--- config.mk ---
export PLATFORM = sky130hd
export DESIGN_NAME = gpio_irq_bank
export DESIGN_NICKNAME = d
export VERILOG_FILES = /design/src/rtl/gpio_irq_pkg.sv /design/src/rtl/gpio_sync.sv /design/src/rtl/gpio_edge_cause.sv /design/src/rtl/gpio_group_or.sv /design/src/rtl/gpio_irq_bank.sv
export SDC_FILE = /design/constraint.sdc
export NUM_CORES = 1
export LEC_CHECK = 0
export BUFFER_PORTS_ARGS = -buffer_cell sky130_fd_sc_hd__buf_2
export CORE_AREA = 2 2 148 150
export DETAILED_ROUTE_END_ITERATION = 12
export DIE_AREA = 0 0 150 152
export PLACE_DENSITY = 0.79
export SYNTH_ARGS = -nofsm -noshare
export SYNTH_HDL_FRONTEND = slang
export SYNTH_SLANG_ARGS = --single-unit
export TNS_END_PERCENT = 1
--- constraint.sdc ---
create_clock -name clk -period 1.4 [get_ports clk]
set_input_delay 0 -clock clk [delete_from_list [all_inputs] [get_ports clk]]
set_output_delay 0 -clock clk [all_outputs]
set_load 0.005 [all_outputs]
--- src/rtl/gpio_irq_pkg.sv ---
package gpio_irq_pkg;

  localparam int REG_ADDR_W = 3;

  typedef enum logic [REG_ADDR_W-1:0] {
    REG_DIR   = 3'd0,
    REG_OUT   = 3'd1,
    REG_POL   = 3'd2,
    REG_PIN   = 3'd3,
    REG_CAUSE = 3'd4,
    REG_EMASK = 3'd5,
    REG_LMASK = 3'd6
  } reg_sel_e;

endpackage

--- src/rtl/gpio_sync.sv ---
module gpio_sync #(
  parameter int WIDTH  = 32,
  parameter int STAGES = 2
) (
  input  logic             clk,
  input  logic             rst_n,
  input  logic [WIDTH-1:0] async_in,
  output logic [WIDTH-1:0] sync_out
);

  logic [STAGES-1:0][WIDTH-1:0] stage_q;
  logic [STAGES-1:0][WIDTH-1:0] stage_d;

  always_comb begin
    stage_d[0] = async_in;
    for (int s = 1; s < STAGES; s++) begin
      stage_d[s] = stage_q[s-1];
    end
  end

  always_ff @(posedge clk or negedge rst_n) begin
    if (!rst_n) begin
      stage_q <= '0;
    end else begin
      stage_q <= stage_d;
    end
  end

  assign sync_out = stage_q[STAGES-1];

endmodule

--- src/rtl/gpio_edge_cause.sv ---
module gpio_edge_cause #(
  parameter int WIDTH = 32
) (
  input  logic             clk,
  input  logic             rst_n,
  input  logic [WIDTH-1:0] level_in,
  input  logic [WIDTH-1:0] qualify,
  input  logic             ack_we,
  input  logic [WIDTH-1:0] ack_keep,
  output logic [WIDTH-1:0] cause
);

  logic [WIDTH-1:0] prev_q;
  logic [WIDTH-1:0] cause_q;
  logic [WIDTH-1:0] cause_d;
  logic [WIDTH-1:0] rise;

  assign rise = level_in & ~prev_q & qualify;

  // A new rise is ORed in after the acknowledge mask, so a set beats a clear.
  always_comb begin
    cause_d = cause_q;
    if (ack_we) begin
      cause_d = cause_q & ack_keep;
    end
    cause_d = cause_d | rise;
  end

  always_ff @(posedge clk or negedge rst_n) begin
    if (!rst_n) begin
      prev_q  <= '0;
      cause_q <= '0;
    end else begin
      prev_q  <= level_in;
      cause_q <= cause_d;
    end
  end

  assign cause = cause_q;

endmodule

--- src/rtl/gpio_group_or.sv ---
module gpio_group_or #(
  parameter int WIDTH      = 32,
  parameter int GROUP_SIZE = 8
) (
  input  logic [WIDTH-1:0]            src,
  output logic [WIDTH/GROUP_SIZE-1:0] grp
);

  localparam int NUM_GROUPS = WIDTH / GROUP_SIZE;

  for (genvar g = 0; g < NUM_GROUPS; g++) begin : g_grp
    assign grp[g] = |src[g*GROUP_SIZE +: GROUP_SIZE];
  end

endmodule

--- src/rtl/gpio_irq_bank.sv ---
module gpio_irq_bank
  import gpio_irq_pkg::*;
#(
  parameter int NUM_LINES   = 32,
  parameter int GROUP_SIZE  = 8,
  parameter int SYNC_STAGES = 2
) (
  input  logic                            clk,
  input  logic                            rst_n,
  input  logic                            bus_wr,
  input  logic [REG_ADDR_W-1:0]           bus_addr,
  input  logic [NUM_LINES-1:0]            bus_wdata,
  output logic [NUM_LINES-1:0]            bus_rdata,
  input  logic [NUM_LINES-1:0]            line_in,
  output logic [NUM_LINES-1:0]            line_out,
  output logic [NUM_LINES-1:0]            line_drive_en,
  output logic [NUM_LINES/GROUP_SIZE-1:0] irq_grp
);

  localparam int NUM_GROUPS = NUM_LINES / GROUP_SIZE;

  logic [NUM_LINES-1:0] dir_q,   dir_d;
  logic [NUM_LINES-1:0] out_q,   out_d;
  logic [NUM_LINES-1:0] pol_q,   pol_d;
  logic [NUM_LINES-1:0] emask_q, emask_d;
  logic [NUM_LINES-1:0] lmask_q, lmask_d;

  logic                 wr_dir, wr_out, wr_pol, wr_emask, wr_lmask, wr_cause;
  logic [NUM_LINES-1:0] line_sync;
  logic [NUM_LINES-1:0] data_in;
  logic [NUM_LINES-1:0] edge_cause;
  logic [NUM_LINES-1:0] pin_val;
  logic [NUM_LINES-1:0] gated_cause;

  // Write decode
  assign wr_dir   = bus_wr && (bus_addr == REG_DIR);
  assign wr_out   = bus_wr && (bus_addr == REG_OUT);
  assign wr_pol   = bus_wr && (bus_addr == REG_POL);
  assign wr_emask = bus_wr && (bus_addr == REG_EMASK);
  assign wr_lmask = bus_wr && (bus_addr == REG_LMASK);
  assign wr_cause = bus_wr && (bus_addr == REG_CAUSE);

  always_comb begin
    dir_d   = dir_q;
    out_d   = out_q;
    pol_d   = pol_q;
    emask_d = emask_q;
    lmask_d = lmask_q;
    if (wr_dir)   dir_d   = bus_wdata;
    if (wr_out)   out_d   = bus_wdata;
    if (wr_pol)   pol_d   = bus_wdata;
    if (wr_emask) emask_d = bus_wdata;
    if (wr_lmask) lmask_d = bus_wdata;
  end

  always_ff @(posedge clk or negedge rst_n) begin
    if (!rst_n) begin
      dir_q   <= '0;
      out_q   <= '0;
      pol_q   <= '0;
      emask_q <= '0;
      lmask_q <= '0;
    end else begin
      dir_q   <= dir_d;
      out_q   <= out_d;
      pol_q   <= pol_d;
      emask_q <= emask_d;
      lmask_q <= lmask_d;
    end
  end

  gpio_sync #(
    .WIDTH (NUM_LINES),
    .STAGES(SYNC_STAGES)
  ) u_sync (
    .clk     (clk),
    .rst_n   (rst_n),
    .async_in(line_in),
    .sync_out(line_sync)
  );

  // Inversion ahead of both cause paths
  assign data_in = line_sync ^ pol_q;

  gpio_edge_cause #(
    .WIDTH(NUM_LINES)
  ) u_edge (
    .clk     (clk),
    .rst_n   (rst_n),
    .level_in(data_in),
    .qualify (dir_q),
    .ack_we  (wr_cause),
    .ack_keep(bus_wdata),
    .cause   (edge_cause)
  );

  assign gated_cause = (data_in & dir_q & lmask_q) | (edge_cause & emask_q);

  gpio_group_or #(
    .WIDTH     (NUM_LINES),
    .GROUP_SIZE(GROUP_SIZE)
  ) u_grp (
    .src(gated_cause),
    .grp(irq_grp)
  );

  assign pin_val = (data_in & dir_q) | (out_q & ~dir_q);

  // Read mux
  always_comb begin
    case (bus_addr)
      REG_DIR:   bus_rdata = dir_q;
      REG_OUT:   bus_rdata = out_q;
      REG_POL:   bus_rdata = pol_q;
      REG_PIN:   bus_rdata = pin_val;
      REG_CAUSE: bus_rdata = edge_cause;
      REG_EMASK: bus_rdata = emask_q;
      REG_LMASK: bus_rdata = lmask_q;
      default:   bus_rdata = '0;
    endcase
  end

  assign line_out      = out_q;
  assign line_drive_en = ~dir_q;

  if (NUM_GROUPS * GROUP_SIZE != NUM_LINES) begin : g_bad_cfg
    initial $error("NUM_LINES must be a multiple of GROUP_SIZE");
  end

endmodule

### After elaboration in Yosys (flattened, before gate mapping)

Index checks and enable logic that the tools add are counted.

| storage, ports and cells | value |
|---|---|
| output and inout port bits | 100 |
| word-level logic and storage cells | 41 |
| flip-flop bits (word level) | 288 |
| input port bits | 70 |

| cells by class | value |
|---|---|
| multiplexer cells | 2 |
| equality and inequality tests | 6 |
| reduce and logical (&&, ||, !) cells | 11 |
| bitwise gates (word level) | 13 |

Operator list:

| operator | count |
|---|---|
| AND 32 bit | 7 |
| case mux 32 bit (7 select lines) | 1 |
| OR 32 bit | 3 |
| inverter 32 bit | 2 |
| 2-to-1 mux 32 bit | 1 |
| OR reduction 8 bit | 4 |
| XOR 32 bit | 1 |
| equality test 3 bit (second input constant) | 3 |
| equality test 3 x 2 -> 1 bit (second input constant) | 2 |
| logical AND 1 bit | 6 |
| equality test 3 x 1 -> 1 bit (second input constant) | 1 |
| zero test 3 bit | 1 |

### Longest topological paths before layout

Gate-level depths: netlist of run 1.

| depth | value |
|---|---|
| depth in word-level cells | 5 |
| depth in mapped cells | 7 |
| depth with buffers taken out | 4 |

### By module

A second synthesis of run 1 with hierarchy kept.

| unflattened totals | value |
|---|---|
| cell total of the unflattened synthesis | 966 |
| area, all modules | 12694.7 um2 |

By module, submodules not included:

| module | area each (um2) | sequential area each (um2) | times used | cells each |
|---|---|---|---|---|
| gpio_irq_bank | 8811.0 | 4003.8 | 1 | 727 |
| gpio_edge_cause | 2217.1 | 1601.5 | 1 | 163 |
| gpio_sync | 1601.5 | 1601.5 | 1 | 64 |
| gpio_group_or | 65.1 | 0.0 | 1 | 12 |

### Worst setup path before layout of run 1

Ideal clock, no wire load.

| timing | value |
|---|---|
| path type | input port to flip-flop |
| start | input port bus_addr[1] |
| end | register out_q[10], in the netlist line_out[10] |
| data arrival time | 1.182 ns |
| data required time | 1.273 ns |
| setup time | 0.127 ns |
| setup slack | 0.091 ns |
| path buffers | 3 |
| stages on the path | 6 |
| path through | buf_4 nor3b_2 and2_1 buf_2 buf_6 mux2_1 |

| on the way | value |
|---|---|
| cells in the longest elaborated chain, start to end | 2 |

RTL lines:

| element | line | text |
|---|---|---|
| from (decl) | gpio_irq_bank.sv:11 | `input logic [REG_ADDR_W-1:0] bus_addr,` |
| equality test 3 x 1 -> 1 bit | gpio_irq_bank.sv:37 | `assign wr_out = bus_wr && (bus_addr == REG_OUT);` |
| logical AND 1 bit | gpio_irq_bank.sv:37 |  |
| to (signal assigned) | gpio_irq_bank.sv:65 | `out_q <= out_d;` |
| to (decl) | gpio_irq_bank.sv:23 | `logic [NUM_LINES-1:0] out_q, out_d;` |

No other way between the ends.
A chain may end at the register's enable or synchronous reset.

### Worst setup path in the final report of run 1

| timing | value |
|---|---|
| start | register u_edge.cause_q[13], in the netlist u_edge.cause[13] |
| end | output port irq_grp[1] |

| on the way | value |
|---|---|
| cells in the longest elaborated chain, start to end | 3 |

RTL lines:

| element | line | text |
|---|---|---|
| from (decl) | gpio_edge_cause.sv:14 | `logic [WIDTH-1:0] cause_q;` |
| from (signal assigned) | gpio_edge_cause.sv:35 | `cause_q <= cause_d;` |
| AND 32 bit | gpio_irq_bank.sv:97 | `assign gated_cause = (data_in & dir_q & lmask_q) \| (edge_cause & emask_q);` |
| OR 32 bit | gpio_irq_bank.sv:97 |  |
| OR reduction 8 bit | gpio_group_or.sv:12 | `assign grp[g] = \|src[g*GROUP_SIZE +: GROUP_SIZE];` |
| to (decl) | gpio_irq_bank.sv:17 | `output logic [NUM_LINES/GROUP_SIZE-1:0] irq_grp` |

No other way between the ends.

==> impl_metrics.ini, run 1 <==
[status]
status = finished, violations left
violations = negative setup slack

[clock_tree]
clock_sinks = 288
cts_setup_buffers = 0
insertion_delay_ps = 550
clkTransAtPathRegs_ps = 60
cts_buffer_depth = 3
cts_root_buf = clkbuf_16
htreeDepth = 1
cts_tree = done
cts_buffers = 30

[die]
die_w_um = 150
core_mm2 = 0.0214
start_util_pct = 56.0
dieArea_mm2 = 0.0228
rows = 54
io_pins = 170
die_y_um = 152

[yosys]
avgSynthCellArea_um2 = 12.9
post_synth_num_cell_types = 26
yosysWarnings = 0
synthCells = 926
synth_nets = 996
netlist_area_mm2 = 0.0119
synth-seq-cells = 288
yosysSeqAreaShare_pct = 60.3

[timing]
max_slew.worst_pin.slew_ps = 377
post-route-period-util_pct = 141
timing.final.crit_period_ps = 1980
rsz0062_at_grt = true
slew_violations = 0
clock_skew_ps = 10.7
hold_viol_final = 0
max_freq_ghz = 0.506
setup_tns_ps = -13380
slew_headroom_pct = 74.9
setup_slack_ps = -578
setup_violations = 36

[route]
wl_mm = 32.5
drc = 0
vias = 8970
dr.pass1.iters = 5
detailedRoute.firstIterationViolations = 734
wl_per_cell_um = 21.4
routed_via_density = 5.91
postRouteAntennaNets = 0

[pwr]
p_leak_nw = 6.85
ir_drop_v = 0.00105
powerDensity_mw_per_mm2 = 1520
power_mw = 23.7

[final_layout]
nFillCells = 1383
finalNetCount = 1286
stdcell_area_mm2 = 0.0156
drive_gt1_share_pct = 28.9
fin_cells = 1517
syn_to_final_growth_pct = 30.5
diodes = 0

[place]
place_congestion = 0.871
port_buffers = 169
post-dp-hpwl_mm = 21.0
place_area_mm2 = 0.0137
place_ws_ps = -105
dp.cells = 1397

[global_routing]
gr-usage-all-layers_pct = 29.0
grt_pass1_wl_mm = 52.1
antenna_found_initial = 0
grt_pass1_vias = 9598
overflow = 0
grt_max_degree = 69

[setup_path]
worst-setup-path-type = flip-flop to output port
endpoint_kind = output port
crit_fanout = 2
required_ps = 1400
crit_arrival_ps = 1980
startpoint_type = flip-flop

[run]
timing.max_cap.violations = 0

[min_path]
hp-class = primary input to flip-flop
-- final timing paths --
kind                       slack, ps  cells after the start               start             endpoint
setup / recovery                -580                      5    u_edge.cause[13]           irq_grp[1]
hold / removal                    20                      3              bus_wr          emask_q[19]
setup reg to reg                 380                      4  u_sync.sync_out[7]      u_edge.cause[7]
hold reg to reg                  340                      0  u_sync.stage_d[51]  u_sync.sync_out[19]
max in group asynchronous        240                      4               rst_n            pol_q[16]
min in group asynchronous        450                      3               rst_n          line_out[5]
-- placed cells by master, fill, tap and decap left out, types with 5 or more instances in the layout --
cell type / instances
buf_12: 21
dfrtp_1: 285
clkinv_2: 8
clkbuf_1: 5
a22o_1: 36
nand2_1: 65
o211ai_1: 32
xor2_2: 31
buf_2: 168
inv_1: 32
nand3_1: 36
a22oi_1: 40
mux2_1: 128
a21boi_0: 28
clkbuf_16: 31
buf_4: 50
a221oi_1: 11
o21ai_1: 96
nand4_1: 8
dlygate4sd3_1: 67
a221oi_2: 25
-- metal layers --
metal	share of wire [%]	global-route usage, %	routed length (um)	vias to the layer above
met5	0	0	0	-
met2	51	48.7	16400	391
met3	7.0	4.71	2260	90
met4	3.2	10.5	1030	0
li1	-	-	-	3968
met1	39	38.4	12800	4521
-- final cells by class --
type	count	area [um^2]	share of cell area (%)
Sequential cell	288	7210	46.2
Multi-Input combinational cell	557	4640	29.8
Timing Repair Buffer	307	2320	14.9
Clock buffer	40	850	5.45
Tap cell	280	350	2.25
Inverter	32	120	0.770
Clock inverter	13	101	0.650
-- report_power, final --
group	internal, mW	switching [mW]
logic	2.35	2.25
registers	9.94	1.47
clock network	4.42	3.26
total	16.7	6.98
-- timing repair --
| item | 4_1_cts | 5_1_grt |
|---|---|---|
| pin swaps | 9 | 7 |
| setup endpoints to repair | 36 | 36 |
| hold buffers | 67 | 0 |
| gates resized for setup | 35 | 10 |
| endpoints found under the hold margin | 512 | 0 |
-- cells by family (layout without fill, tap and decap cells) --
family / after synthesis / count (layout) / share of synthesized area (%)
xor gates and xnor gates: 32 / 32 / 2.35
muxes: 128 / 128 / 12.1
buffers and inverters: 81 / 392 / 3.41
and+or+nand+nor: 125 / 125 / 5.03
DFF: 288 / 288 / 60.3
AOI/OAI and AO/OA: 272 / 272 / 16.8
-- per-stage QoR --
step	hold slack [ps]	utilization (%)
floorplan	-296	-
global placement	-92.8	64.1
detailed placement	-93.1	64.1
CTS	12.4	72.9
global route	47.5	73.0
finish	24.2	73.0
-- Yosys cell counts --
cell	number	area, um^2
nor3_2	1	10.0
buf_1	3	11.3
nand4_1	8	50.1
nand2_2	1	6.26
inv_1	32	120
a221oi_2	19	285
nor3b_2	3	37.5
a22o_1	36	315
buf_2	29	145
dfrtp_1	288	7210
mux2_1	128	1440
and2_1	3	18.8
or3_1	4	25.0
nand2_1	66	248
a21boi_0	32	240
xor2_1	32	280
clkbuf_1	7	26.3
buf_6	8	90.1
a221oi_1	17	149
buf_4	2	15.0
a22oi_1	40	300
nand3b_1	1	7.51
and3b_1	2	17.5
o21ai_1	96	480
nand3_1	36	180
o211ai_1	32	240
-- critical path: stages, from the launching register on --
cell	delay, ps
dfrtp_1	380
a22o_1	250
a221oi_2	220
nand4_1	120
or3_1	340
buf_2	140
No activity file was read; power rests on OpenSTA's default activity.
==> run 2: changes to the inputs <==
--- a/config.mk
+++ b/config.mk
@@ -6,11 +6,13 @@
 export NUM_CORES = 1
 export LEC_CHECK = 0
 export BUFFER_PORTS_ARGS = -buffer_cell sky130_fd_sc_hd__buf_2
-export CORE_AREA = 2 2 148 150
+export CORE_AREA = 2 2 151 153
 export DETAILED_ROUTE_END_ITERATION = 12
-export DIE_AREA = 0 0 150 152
-export PLACE_DENSITY = 0.79
+export DIE_AREA = 0 0 153 155
+export GPL_TIMING_DRIVEN = 0
+export PLACE_DENSITY = 0.8
 export SYNTH_ARGS = -nofsm -noshare
 export SYNTH_HDL_FRONTEND = slang
+export SYNTH_HIERARCHICAL = 1
 export SYNTH_SLANG_ARGS = --single-unit
 export TNS_END_PERCENT = 1
==> run 2 against run 1 <==
  * The run ends with negative hold slack, negative setup slack left
  * Clock power grew 3%
  * Routed wire length grew 18%
  * Global-route usage grew 3.3 points
  * Worst hold slack lost 52 ps
  * Combinational power grew 21%
  * Sequential share of layout area shrank 1.4 points
  * Worst setup slack lost 120 ps
  * Critical path depth is the same
  * Synthesized cell count grew 4.3%
  * Via count grew 10%
  * Sequential power grew 4%
  * Critical path type unchanged
  * Largest power group unchanged
==> impl_metrics.ini, run 2 <==
[timing]
rsz0062_at_grt = true
hold_viol_final = 13
max_freq_ghz = 0.477
slew_headroom_pct = 37.9
max_slew.worst_pin.slew_ps = 932
post-route-period-util_pct = 150
fin_hold_ws_ps = -28.0
clock_skew_ps = 15.4
slew_violations = 0
setup_violations = 37
setup_slack_ps = -696
setup_tns_ps = -16030
timing.final.crit_period_ps = 2100

[route]
dr.pass1.iters = 5
wl_mm = 38.4
detailedRoute.firstIterationViolations = 886
vias = 9866
routed_via_density = 6.37
postRouteAntennaNets = 0
drc = 0
wl_per_cell_um = 24.8

[final_layout]
layout_common_cells = dfrtp_1 (269), buf_2 (190), mux2_2 (151)
finalNetCount = 1312
fin_cells = 1550
drive_gt1_share_pct = 39.3
syn_to_final_growth_pct = 27.0
stdcell_area_mm2 = 0.0161
final_common_cell = dfrtp_1

[yosys]
synth-seq-cells = 288
synth_top_area_share_pct = 56.8
synthCells = 966
post_synth_num_cell_types = 37
avgSynthCellArea_um2 = 13.1
yosysSeqAreaShare_pct = 56.8
synth_flop_cell = dfrtp_1
netlist.top_cell.by_area = dfrtp_1
synth_common_cells = dfrtp_1 (288), mux2_2 (151), inv_1 (40), nand2_1 (38), mux2_1 (36)
synth_nets = 1036
ys_top_cells_by_area = dfrtp_1 (57%), mux2_2 (13%), mux2_1 (3.2%), a32o_1 (2.5%), mux2i_1 (2.5%)
synth-edff-count = 0
yosysWarnings = 6
synth.most_common_cell = dfrtp_1
netlist_area_mm2 = 0.0127
async_reset_ff_share_pct = 100

[place]
place_area_mm2 = 0.0140
dp.cells = 1422
port_buffers = 168
post-dp-hpwl_mm = 23.9
place_congestion = 0.916

[setup_path]
crit_arrival_ps = 2100
endpoint = irq_grp[2]
crit_start = pol_q[20]
endpoint_kind = output port
required_ps = 1400
r2r_slack_ps = 260
reg2reg_depth = 4
worst-setup-path-type = flip-flop to output port
worstReg2RegEnd = u_edge/cause[20]
startpoint_type = flip-flop
crit_fanout = 3
reg2reg_from = pol_q[20]

[die]
die_y_um = 155
start_util_pct = 57.1
dieArea_mm2 = 0.0237
die_w_um = 153
core_mm2 = 0.0222
io_pins = 170
rows = 55

[clock_tree]
clkTransAtPathRegs_ps = 60
htreeDepth = 1
insertion_delay_ps = 560
cts_buffers = 30
cts_tree = done
clock_sinks = 288
cts_buffer_depth = 3
cts_root_buf = clkbuf_16

[pwr]
ir_drop_v = 0.00124
powerDensity_mw_per_mm2 = 1560
p_leak_nw = 7.09

[status]
violations = negative hold slack, negative setup slack
status = finished, violations left

[run]
timing.max_cap.violations = 0

[min_path]
hp-class = primary input to async pin

[global_routing]
overflow = 0
grt_max_degree = 86
grt_pass1_vias = 10300
gr-usage-all-layers_pct = 32.4
antenna_found_initial = 1
grt_pass1_wl_mm = 59.5
-- run 2: through the flow --
step	power [mW]	util [%]	setup slack [ps]	hold slack [ps]
floorplan	14.4	-	-16.6	-296
global placement	16.3	62.5	-4860	107
detailed placement	16.5	62.9	-1090	-15.9
CTS	24.9	72.0	-625	2.85
global route	26.2	72.5	-739	30.1
finish	25.2	72.5	-696	-28.0
-- run 2: power breakdown --
group | internal [mW] | total, mW | switching [mW]
combinational | 2.94 | 5.55 | 2.61
clock | 4.63 | 7.88 | 3.25
sequential | 10.1 | 11.8 | 1.73
total | 17.6 | 25.2 | 7.60
-- run 2: worst min-delay path by stage --
stage / startpoint / endpoint / cells past startpoint
detailed placement: rst_n / u_sync/stage_d[57] / 1
global route: rst_n / u_sync/stage_d[57] / 2
CTS: rst_n / u_sync/stage_d[57] / 2
floorplan: rst_n / dir_q[0] / 0
finish: rst_n / u_sync/stage_d[57] / 2
global placement: line_in[30] / u_sync/stage_d[62] / 1
-- run 2: kinds of logic (layout without fill, tap and decap cells) --
logic type | after synthesis | in the layout | share of synthesized area, %
AO/OA/AOI/OAI | 175 | 175 | 11.8
XOR/XNOR | 32 | 32 | 2.21
buffers and inverters | 100 | 398 | 3.24
flip-flops | 288 | 288 | 56.8
multiplexers | 219 | 219 | 19.1
other | 0 | 1 | 0
AND/OR/NAND/NOR | 152 | 152 | 6.83
-- run 2: what timing repair did --
action | in CTS | in global routing
cloned | 0 | 0
setup buffers | 6 | 0
hold buffers | 67 | 0
pin swaps | 30 | 2
endpoints found under the setup margin | 111 | 89
hold endpoints to repair | 354 | 0
resized for setup | 90 | 31
-- run 2: critical path, cell delays in order, from the launching register on --
cell     delay [ps]
dfrtp_1         410
xor2_2          210
a32o_2          280
nor4_4          360
nand2_1         130
buf_2           150
-- run 2: metal layers --
metal  routed length, um  track usage, %
met1               14800            42.7
met2               18400            52.4
met3                3440            6.69
met4                1850            14.5
met5                   0               0
-- run 2: layout make-up --
type	count	area (um^2)
diodes	1	2.50
plain buffers	58	307
clock buffers	45	908
clock inverters	9	70.1
fillers	1455	6110
inverters	42	158
multi-input cells	578	5440
flip-flops and latches	288	7230
well taps	285	357
repair buffers	244	1650
==> run 3: changes to the inputs <==
--- a/config.mk
+++ b/config.mk
@@ -10,7 +10,7 @@
 export DETAILED_ROUTE_END_ITERATION = 12
 export DIE_AREA = 0 0 153 155
 export GPL_TIMING_DRIVEN = 0
-export PLACE_DENSITY = 0.8
+export PLACE_DENSITY = 0.9
 export SYNTH_ARGS = -nofsm -noshare
 export SYNTH_HDL_FRONTEND = slang
 export SYNTH_HIERARCHICAL = 1
==> run 3 against run 2 <==
  * The flow still finishes with violations (negative hold slack, negative setup slack)
  * Global-route usage rose by 2.3 points
  * Total power increased by 2.0%
  * Via count increased by 6.6%
  * Register-to-register slack lost 40 ps
  * Routed wire length increased by 7.9%
  * Sequential share of layout area is 0.085 points lower
  * Combinational power grew 4.7%
  * Final cell count down 0.26%
  * Largest power group unchanged
  * Clock-buffer cell count up 1
  * Worst hold slack got worse by 540 ps
==> impl_metrics.ini, run 3 (synthesis results as in run 2) <==
[status]
status = finished, violations left
violations = negative hold slack, negative setup slack

[setup_path]
required_ps = 1400
worstReg2RegEnd = u_edge/cause[12]
worstPathCellList = xor2_2 -> a32o_2 -> nor4_4 -> nand2_1 -> buf_2
reg2reg_from = u_sync/sync_out[12]
path_depth = 5
path_delay_family = simple AND/OR/NAND/NOR gates
crit_buf_inv = 1
crit_fanout = 3
startpoint_type = flip-flop
r2r_slack_ps = 220
slowest_delay_ps = 430
endpoint_kind = output port
worst-setup-path-type = flip-flop to output port
slowest_stage = dfrtp_1
reg2reg_depth = 3
crit_arrival_ps = 2130

[global_routing]
antenna_found_initial = 3
gr-usage-all-layers_pct = 34.7
grt_pass1_vias = 11100
grt_max_degree = 102
overflow = 0
grt_pass1_wl_mm = 62.9

[clock_tree]
postCtsHoldBufs = 65
cts_tree = done
insertion_delay_ps = 560
cts_buffer_depth = 3
htreeDepth = 1
clkTransAtPathRegs_ps = 60
cts_root_buf = clkbuf_16
cts_buffers = 29
clock_sinks = 288

[route]
detailedRoute.firstIterationViolations = 1501
vias = 10500
dr.pass1.iters = 6
routed_via_density = 6.80
wl_per_cell_um = 26.8
drc = 0
wl_mm = 41.5
postRouteAntennaNets = 0

[final_layout]
final_common_cell = dfrtp_1
nFillCells = 1308
syn_to_final_growth_pct = 27.2
fin_cells = 1546
drive_gt1_share_pct = 40.3
layout_common_cells = dfrtp_1 (271), buf_2 (191), mux2_2 (151)
fin_util_pct = 72.6
finalNetCount = 1308
stdcell_area_mm2 = 0.0161

[pwr]
p_leak_nw = 7.10
ir_drop_v = 0.00131
power_mw = 25.7
powerDensity_mw_per_mm2 = 1590

[die]
dieArea_mm2 = 0.0237
die_y_um = 155
io_pins = 170
core_mm2 = 0.0222
start_util_pct = 57.1
die_w_um = 153
rows = 55

[timing]
max_slew.worst_pin.slew_ps = 991
setup_violations = 37
post-route-period-util_pct = 152
slew_headroom_pct = 33.9
max_freq_ghz = 0.470
rsz0062_at_grt = true
fin_hold_ws_ps = -568
hold_viol_final = 170
clock_skew_ps = 14.6
timing.final.crit_period_ps = 2130
setup_tns_ps = -18080
slew_violations = 0
setup_slack_ps = -726

[place]
dp.cells = 1421
place_ws_ps = -1020
post-dp-hpwl_mm = 24.1
place_area_mm2 = 0.0140
port_buffers = 168
place_congestion = 0.895

[run]
timing.max_cap.violations = 0

[min_path]
hp-class = primary input to async pin
## run 3: cell count changes in the layout (fill, tap and decap cells not counted), sizes merged
cell,change
buf,+1
bufinv,+1
clkbuf,-1
clkinv,-5
clkinvlp,+1
diode,+1
dlygate4sd3,-2
## run 3: how the worst max path moves through the flow
stage / start / endpoint / slack, ps
floorplan: bus_addr[0] / line_out[14] / -20
global placement: rst_n / u_sync/stage_d[40] / -4750
detailed placement: bus_addr[2] / u_edge/cause[28] / -1020
CTS: u_sync/sync_out[14] / irq_grp[1] / -610
global route: pol_q[13] / irq_grp[1] / -750
finish: pol_q[13] / irq_grp[1] / -730
## run 3: what timing repair did
action                                  in CTS  in global routing
hold endpoints to repair                   315                 91
setup buffers                                4                  2
endpoints found under the setup margin     111                119
pin swaps                                   28                  9
gates resized for setup                    109                 29
## run 3: power breakdown
part | leakage [nW] | internal, mW | total, mW | switching (mW)
registers | 3.35 | 10.0 | 11.9 | 1.83
clock network | 0.484 | 4.73 | 8.03 | 3.30
logic | 3.27 | 2.97 | 5.81 | 2.84
## run 3: metal layers
layer,GRT usage (%),part of all wire (%)
met1,43.5,35
met2,53.4,45
met3,9.61,12
met4,22.3,7.5
met5,0,0.031
## run 3: final cells by class
class | count | area, um^2 | area share [%]
Sequential cell | 288 | 7230 | 44.8
Multi-Input combinational cell | 578 | 5500 | 34.1
Timing Repair Buffer | 241 | 1600 | 9.92
Clock buffer | 46 | 900 | 5.57
Tap cell | 285 | 357 | 2.21
Buffer | 58 | 310 | 1.92
Inverter | 42 | 158 | 0.976
Clock inverter | 6 | 82.6 | 0.511
Antenna cell | 2 | 5.00 | 0.0310
## run 3: worst reg2reg max path: cells and delay by family (launching register included)
family,cells,cell delay [ps]
xor gates and xnor gates,1,350
AOI/OAI and AO/OA,1,220
and+or+nand+nor,1,120
DFF,1,410
